**src/rtl/adc_sp_pkg.sv**
```systemverilog
package adc_sp_pkg;
  typedef enum logic [1:0] {
    ST_CONV  = 2'd0,
    ST_SLEEP = 2'd1,
    ST_DATA  = 2'd2
  } sp_state_e;

  localparam int ADDR_W = 8;
  localparam int CFG_W  = 6;
  localparam logic [1:0] ADDR_LEAD = 2'b10;
endpackage

```
**src/rtl/adc_sp_conv_timer.sv**
```systemverilog
module adc_sp_conv_timer #(
  parameter int CONV_CYCLES = 64,
  localparam int CNT_W = (CONV_CYCLES > 1) ? $clog2(CONV_CYCLES) : 1
) (
  input  logic clk,
  input  logic rst_n,
  input  logic start,
  input  logic run,
  output logic done
);
  localparam logic [CNT_W-1:0] LAST = CNT_W'(CONV_CYCLES - 1);

  logic [CNT_W-1:0] cnt_q, cnt_d;

  assign done = run && (cnt_q == '0);

  always_comb begin
    cnt_d = cnt_q;
    if (start)
      cnt_d = LAST;
    else if (run && (cnt_q != '0))
      cnt_d = cnt_q - 1'b1;
  end

  always_ff @(posedge clk or negedge rst_n) begin
    if (!rst_n) cnt_q <= LAST;
    else        cnt_q <= cnt_d;
  end
endmodule

```
**src/rtl/adc_sp_addr_rx.sv**
```systemverilog
module adc_sp_addr_rx
  import adc_sp_pkg::*;
#(
  localparam int RCNT_W = $clog2(ADDR_W + 1)
) (
  input  logic              clk,
  input  logic              rst_n,
  input  logic              clear,
  input  logic              rise,
  input  logic              sdi,
  output logic [CFG_W-1:0]  cfg,
  output logic [RCNT_W-1:0] rcnt
);
  logic [ADDR_W-2:0] sh_q, sh_d;
  logic [RCNT_W-1:0] rc_q, rc_d;
  logic [CFG_W-1:0]  cfg_q, cfg_d;
  logic [ADDR_W-1:0] word;

  assign word = {sh_q, sdi};
  assign cfg  = cfg_q;
  assign rcnt = rc_q;

  always_comb begin
    sh_d  = sh_q;
    rc_d  = rc_q;
    cfg_d = cfg_q;
    if (clear) begin
      sh_d = '0;
      rc_d = '0;
    end else if (rise && (rc_q < RCNT_W'(ADDR_W))) begin
      sh_d = word[ADDR_W-2:0];
      rc_d = rc_q + 1'b1;
      if ((rc_q == RCNT_W'(ADDR_W - 1)) && (word[ADDR_W-1 -: 2] == ADDR_LEAD))
        cfg_d = word[CFG_W-1:0];
    end
  end

  always_ff @(posedge clk or negedge rst_n) begin
    if (!rst_n) begin
      sh_q  <= '0;
      rc_q  <= '0;
      cfg_q <= '0;
    end else begin
      sh_q  <= sh_d;
      rc_q  <= rc_d;
      cfg_q <= cfg_d;
    end
  end
endmodule

```
**src/rtl/adc_sp_frame_tx.sv**
```systemverilog
module adc_sp_frame_tx #(
  parameter int RES_W  = 16,
  parameter int FCNT_W = 5,
  localparam int FRAME_W = RES_W + 3
) (
  input  logic               clk,
  input  logic               rst_n,
  input  logic               load,
  input  logic               res_sign,
  input  logic [RES_W-1:0]   res_data,
  input  logic [FCNT_W-1:0]  fcnt,
  output logic [FRAME_W-1:0] frame_word,
  output logic               bit_out
);
  logic [FRAME_W-1:0] frame_q;
  logic [FCNT_W-1:0]  idx;

  assign frame_word = frame_q;
  assign idx        = FCNT_W'(FRAME_W - 1) - fcnt;
  assign bit_out    = frame_q[idx];

  always_ff @(posedge clk or negedge rst_n) begin
    if (!rst_n)
      frame_q <= '0;
    else if (load)
      frame_q <= {2'b00, res_sign, res_data};
  end
endmodule

```
**src/rtl/adc_serial_port.sv**
```systemverilog
module adc_serial_port
  import adc_sp_pkg::*;
#(
  parameter int RES_W       = 16,
  parameter int CONV_CYCLES = 64
) (
  input  logic             clk,
  input  logic             rst_n,
  input  logic             sck,
  input  logic             cs_n,
  input  logic             sdi,
  input  logic [RES_W-1:0] res_data,
  input  logic             res_sign,
  output logic             sdo,
  output logic             sdo_oe,
  output logic             ext_clk_mode,
  output logic [CFG_W-1:0] chan_cfg
);
  localparam int FRAME_W = RES_W + 3;
  localparam int FCNT_W  = $clog2(FRAME_W);
  localparam int RCNT_W  = $clog2(ADDR_W + 1);

  logic [1:0] rst_pipe;
  logic       rst_sync_n;
  logic       mode_set_q, ext_mode_q, sck_q;
  logic       sck_rise, sck_fall;

  sp_state_e          state_q, state_d;
  logic [FCNT_W-1:0]  fcnt_q, fcnt_d;
  logic               conv_start, conv_done, rx_rise, frame_bit;
  logic [RCNT_W-1:0]  rcnt;
  logic [FRAME_W-1:0] frame_word;

  always_ff @(posedge clk or negedge rst_n) begin
    if (!rst_n) rst_pipe <= 2'b00;
    else        rst_pipe <= {rst_pipe[0], 1'b1};
  end
  assign rst_sync_n = rst_pipe[1];

  always_ff @(posedge clk or negedge rst_sync_n) begin
    if (!rst_sync_n) begin
      mode_set_q <= 1'b0;
      ext_mode_q <= 1'b0;
      sck_q      <= 1'b0;
    end else begin
      sck_q <= sck;
      if (!mode_set_q) begin
        mode_set_q <= 1'b1;
        ext_mode_q <= ~sck;
      end
    end
  end

  assign sck_rise     = ext_mode_q && mode_set_q && sck && !sck_q;
  assign sck_fall     = ext_mode_q && mode_set_q && !sck && sck_q;
  assign ext_clk_mode = ext_mode_q;

  always_comb begin
    state_d    = state_q;
    fcnt_d     = fcnt_q;
    conv_start = 1'b0;
    case (state_q)
      ST_CONV:  if (conv_done) state_d = ST_SLEEP;
      ST_SLEEP: if (!cs_n) begin
                  state_d = ST_DATA;
                  fcnt_d  = '0;
                end
      ST_DATA: begin
        if (cs_n) begin
          state_d    = ST_CONV;
          conv_start = 1'b1;
          fcnt_d     = '0;
        end else if (sck_fall) begin
          if (fcnt_q == FCNT_W'(FRAME_W - 1)) begin
            state_d    = ST_CONV;
            conv_start = 1'b1;
            fcnt_d     = '0;
          end else begin
            fcnt_d = fcnt_q + 1'b1;
          end
        end
      end
      default: state_d = ST_CONV;
    endcase
  end

  always_ff @(posedge clk or negedge rst_sync_n) begin
    if (!rst_sync_n) begin
      state_q <= ST_CONV;
      fcnt_q  <= '0;
    end else begin
      state_q <= state_d;
      fcnt_q  <= fcnt_d;
    end
  end

  assign rx_rise = sck_rise && (state_q == ST_DATA) && !cs_n;

  adc_sp_conv_timer #(.CONV_CYCLES(CONV_CYCLES)) u_timer (
    .clk   (clk),
    .rst_n (rst_sync_n),
    .start (conv_start),
    .run   (state_q == ST_CONV),
    .done  (conv_done)
  );

  adc_sp_addr_rx u_addr (
    .clk   (clk),
    .rst_n (rst_sync_n),
    .clear (state_q != ST_DATA),
    .rise  (rx_rise),
    .sdi   (sdi),
    .cfg   (chan_cfg),
    .rcnt  (rcnt)
  );

  adc_sp_frame_tx #(.RES_W(RES_W), .FCNT_W(FCNT_W)) u_frame (
    .clk        (clk),
    .rst_n      (rst_sync_n),
    .load       (conv_done),
    .res_sign   (res_sign),
    .res_data   (res_data),
    .fcnt       (fcnt_q),
    .frame_word (frame_word),
    .bit_out    (frame_bit)
  );

  assign sdo_oe = !cs_n;
  assign sdo    = cs_n ? 1'b0 :
                  (state_q == ST_DATA) ? frame_bit : (state_q == ST_CONV);
endmodule

```
**config.mk**
```make
export PLATFORM = sky130hd
export DESIGN_NAME = adc_serial_port
export DESIGN_NICKNAME = d
export VERILOG_FILES = /design/src/rtl/adc_sp_pkg.sv /design/src/rtl/adc_sp_conv_timer.sv /design/src/rtl/adc_sp_addr_rx.sv /design/src/rtl/adc_sp_frame_tx.sv /design/src/rtl/adc_serial_port.sv
export SDC_FILE = /design/constraint.sdc
export NUM_CORES = 1
export LEC_CHECK = 0
export CORE_MARGIN = 3
export CORE_UTILIZATION = 36
export CTS_CLUSTER_DIAMETER = 200
export DETAILED_ROUTE_END_ITERATION = 8
export GPL_TIMING_DRIVEN = 0
export PLACE_DENSITY = 0.6
export SYNTH_ARGS = -nofsm -noshare
export SYNTH_HDL_FRONTEND = slang
export SYNTH_SLANG_ARGS = --single-unit
```
**constraint.sdc**
```tcl
create_clock -name clk -period 2.6 [get_ports clk]
set_input_delay 0.26 -clock clk [delete_from_list [all_inputs] [get_ports clk]]
set_output_delay 0.26 -clock clk [all_outputs]
set_load 0.01 [all_outputs]
```
* Yosys cells after proc, flatten, opt, wreduce, memory -nomap -nowiden
Index checks and enable logic that the tools add are counted.
Widths: inputs -> output; s select.
** Word-level totals
- Register bits after elaboration :: 52
- Output and inout port bits :: 9
- Input port bits :: 22
- Word-level logic and storage cells :: 77
** Cells by class
- Magnitude comparators :: 2
- Bitwise logic cells :: 2
- Reduce and logical (&&, ||, !) cells :: 23
- Multiplexer cells :: 25
- Equal/unequal tests :: 10
- Add/subtract/negate cells :: 4
** Operators with widths (count)
- $mux 5 :: 4
- $mux 7 :: 2
- $mux 6 :: 2
- $logic_and 1x1->1 :: 11
- $mux 2 :: 5
- $pmux 5 s2 :: 1
- $mux 4 :: 2
- $mux 1 :: 7
- $logic_not 6->1 :: 1
- $lt 5x6->1 const B :: 1
- $ne 2x2->1 const B :: 3
- $ne 3x3->1 const B :: 2
- $pmux 2 s3 :: 1
- $reduce_and 3->1 :: 2
- $reduce_bool 2->1 :: 3
- $reduce_bool 6->1 :: 1
- $sub 6x1->6 const B :: 1
- $add 5x1->5 const B :: 1
- $bmux 1 s5 :: 1
- $eq 5x5->1 const B :: 1
- $sub 5x5->5 const A :: 1
- $add 4x1->4 const B :: 1
- $eq 2x2->1 const B :: 2
- $eq 4x3->1 const B :: 1
- 6 further kinds :: 9

* Logic depth before layout (Yosys ltp)
- Depth in word-level cells :: 8
- Depth in mapped cells :: 8

* By module
A second synthesis with hierarchy kept.
** Second synthesis, totals
- Cells, all modules :: 221
- Area total of the unflattened synthesis :: 2618.8 um2
** Modules (own cells, without submodules)
- adc_sp_frame_tx :: instances 1, seq. area each 425.4 um2, area each 869.6 um2, cells an instance 59
- adc_sp_addr_rx :: instances 1, seq. area each 425.4 um2, area each 721.9 um2, cells an instance 62
- adc_serial_port :: instances 1, seq. area each 300.3 um2, area each 615.6 um2, cells an instance 59
- adc_sp_conv_timer :: instances 1, seq. area each 157.7 um2, area each 411.6 um2, cells an instance 41

* Worst setup path after synthesis
No wires, ideal clock.
- Path type :: reg-to-output
- From :: register fcnt_q[0]
- To :: output sdo
- Data required time :: 2.340 ns
- Setup slack :: 0.270 ns
- Stages on the path, launching flop included :: 8
- Arrival :: 2.070 ns
- Path buffers :: 1
- Cell sequence :: dfrtp_1 clkbuf_1 inv_1 ha_1 mux4_2 mux2_2 a221oi_1 nor3_1
** Between the ends
- Longest elaborated chain between the ends :: 5
** Ends and longest elaborated chain
- start, declared :: RTL line adc_serial_port.sv:29 : logic [FCNT_W-1:0] fcnt_q, fcnt_d;
- start signal, assigned :: RTL line adc_serial_port.sv:93 : fcnt_q <= fcnt_d;
- $sub 5x5->5 :: RTL line adc_sp_frame_tx.sv:19 : assign idx = FCNT_W'(FRAME_W - 1) - fcnt;
- $bmux 1 s5 :: RTL line adc_sp_frame_tx.sv:20 : assign bit_out = frame_q[idx];
- $mux 1 (implied by the code) :: RTL line adc_sp_frame_tx.sv:20
- $mux 1 :: RTL line adc_serial_port.sv:130 : (state_q == ST_DATA) ? frame_bit : (state_q == ST_CONV);
- $mux 1 :: RTL line adc_serial_port.sv:129 : assign sdo = cs_n ? 1'b0 :
- end, declared :: RTL line adc_serial_port.sv:14 : output logic sdo,
Every way passes these cells. The select of a mux whose other input is x is not followed.

* Worst setup path after layout
Same ends and word-level chain as after synthesis.

==> metrics.txt <==
clock root buffer master=clkbuf_8; TritonCTS buffer count=5; Worst EP required=between 2 and 2.5 ns; Register Area=1310 µm²; status=finished, final reports clean; maximum vdd drop=approximately 0.35 mV; DIE AREA=7780 µm²; WHS=0.0960 ns; CP peak stage delay=approximately 0.38 ns; P_sw=just under 0.7 mW; Clk pin slew, worst setup/hold paths=0.11 ns; Comb pwr share=0.288; R2R depth=7; clock network fraction of total power=0.219; Detailed Route Iter0 Violations=71; most numerous cell in the Yosys netlist=dfrtp_1; Setup CP Type=flip-flop to output pin; antenna violations before repair=0; clk_skew=0.00996 ns; Worst Setup End Kind=output pin; drt pass-1 iters=4; gr ovfl total=0; Max Cap Viol=0; Multi-input gate area=around 1100 µm²; maximum fanout along the worst path=6; Buf+Inv Stages, Crit Path=3; ranking of synthesized cells by area=dfrtp_1, mux2_2, dfstp_2, nor2_1, mux2i_1; EDFF count, synth=0; Die Ht=88.2 µm; Final nets=about 270; layout cell share with drive strength beyond 1=0.266; gr usage total=0.128; Worst R2R End=u_frame.frame_word[14]; Die Wd=a little under 90 µm; area grow syn2layout=24.1%; max frequency=slightly below 400 MHz; Top delay family on crit path=multiplexers; Seq/Total Area, Yosys=0.538; Max-slew headroom=0.592; DR vias=between 1500 and 2000; Final Cycle Share=0.973; Seq pwr share=0.493; Overall Power=approximately 2.2 mW; Post-route DRC=0; Final Hold Viols=0; first-pass GRT wire length=just under 8000 µm; setup_tns=0 ns; Worst Hold Class=input pin to async pin; DR vias/cell=a little under 5; Starting Density=0.377; core region area=6460 µm²; largest net degree at the start of global routing=31; Critical Path AT=around 2.3 ns; Post-synth ARST share=1.00; routed len/inst=approximately 14 µm; syn avg cell area=~12 µm²; prevailing post-synth register cell=dfrtp_1; R2R setup slack=approximately 0.23 ns; flip-flop and latch count after synthesis=52; post-layout util=0.467; crit path launch=fcnt_q[0]; vias in the first global route=between 1500 and 2000; hold_buf cts=0; WL final=approximately 4500 µm; Leak Pwr=~1.3 nW; Cell Area, Synth=roughly 2400 µm²; clock latency on the worst-skew pair=between 0.3 and 0.4 ns; # fillers=slightly above 600; Cell Int Power=~1.5 mW; CP Launch Type=flip-flop; CTS HTree Levels=2; Final Max Tran Viols=0; slowest CP cell=dfrtp_1; Ports=31; critical path cell sequence=clkbuf_8 -> inv_2 -> ha_4 -> mux4_2 -> mux2_4 -> a221oi_4 -> nor3_2 -> buf_2; Worst Tran Pin Value=~0.61 ns; Cell Pwr Density=between 700 and 800 nW/µm²; Antenna Nets Post-Route=0; # rows=29; DP HPWL=between 3000 and 4000 µm; clock sink count=between 50 and 60; diodes inserted=0; port bufs=30; RSZ-0062 raised after global routing=false; worst r2r src=u_timer.cnt_q[0]; routability cong.=around 0.80; CTS Buffer Depth=2; count of cell types in the netlist=37; CTS tree=built; Mapped Cells=200; Synth Warn #=0; Final min period=about 2.5 ns; area fraction of the dominant cell type after synthesis=0.473; Final setup viols=0; leading area contributor after synthesis=dfrtp_1; switch share=0.308; top cells by instance count after synthesis=dfrtp_1, mux2_2, nor2_1
## placed cells by master, fill, tap and decap left out, drive strengths merged, types with 3 or more instances in the layout
master         netlist  final
a21oi                3      3
buf                  3      7
clkbuf               5      9
clkdlybuf4s50        0     29
dfrtp               46     46
dfstp                6      6
ha                   5      5
inv                  6      8
mux2                27     27
mux2i                9      9
mux4                 4      4
nand2               12     12
nand2b               4      4
nor2                25     25
nor3                 3      3
nor4                 3      3
o21ai                9      9
xnor2                6      6
xor2                 3      3
## metrics by stage
step | setup slack [ns] | instance area, µm² | instances
3_3_place_gp | -0.520 | 2830 | 308
2_1_floorplan | 0.270 | 2440 | 201
5_1_grt | 0.0168 | 3020 | 318
3_5_place_dp | -0.539 | 2860 | 309
6_report | 0.0691 | 3020 | 318
4_1_cts | 0.0395 | 2990 | 319
## final cells by class
| cell class | count | share of cell area |
|---|---|---|
| clock inverter | 3 | 0.00829 |
| tap | 77 | 0.0319 |
| multi-input combinational | 135 | 0.366 |
| clock buffer | 5 | 0.0228 |
| timing repair buffer | 33 | 0.111 |
| buffer | 7 | 0.0186 |
| inverter | 6 | 0.00746 |
| sequential | 52 | 0.434 |
## layer usage
| metal | up-vias | GRT usage | wire length (µm) |
|---|---|---|---|
| met4 | 0 | 0.0412 | 60 |
| met1 | 761 | 0.184 | 2250 |
| met2 | 30 | 0.195 | 2090 |
| met5 | - | 0 | 0 |
| met3 | 7 | 0.0261 | 153 |
| li1 | 776 | - | - |
## repair_timing
item	CTS	global route
buffers inserted	2	0
pin swaps	2	2
setup endpoints to repair	1	1
cloned	0	0
gates resized for setup	11	6
## how the worst max path moves through the flow
stage,endpoint,cells past startpoint,slack [ns]
5_1_grt,sdo,8,0.02
3_5_place_dp,sdo,8,-0.54
4_1_cts,sdo,8,0.04
3_3_place_gp,sdo,8,-0.52
2_1_floorplan,sdo,7,0.27
6_report,sdo,8,0.07
## sequential cells by signal, indices dropped and copies added, names as in the netlist
register,count
mode_set_q,1
u_frame.frame_word,17
u_timer.cnt_q,6
rst_pipe,2
state_q,2
u_addr.rcnt,4
u_addr.sh_q,7
ext_clk_mode,1
fcnt_q,5
u_addr.cfg,6
sck_q,1
## power by group through the flow
| stage | combinational, mW | clock, mW | sequential (mW) |
|---|---|---|---|
| 2_1_floorplan | 0.429 | 0 | 1.09 |
| 5_1_grt | 0.715 | 0.537 | 1.13 |
| 6_report | 0.643 | 0.490 | 1.10 |
| 3_5_place_dp | 0.567 | 0 | 1.12 |
| 4_1_cts | 0.622 | 0.506 | 1.10 |
| 3_3_place_gp | 0.542 | 0 | 1.13 |
## kinds of logic after synthesis
kind of cell,share of synthesized area
AOI/OAI and AO/OA,0.0550
xor gates and xnor gates,0.0324
adders and majority gates,0.0257
buffers and inverters,0.0298
DFF,0.538
muxes,0.199
other,0.00154
and+or+nand+nor,0.119
Note: power is estimated with default switching activity, not from simulation.
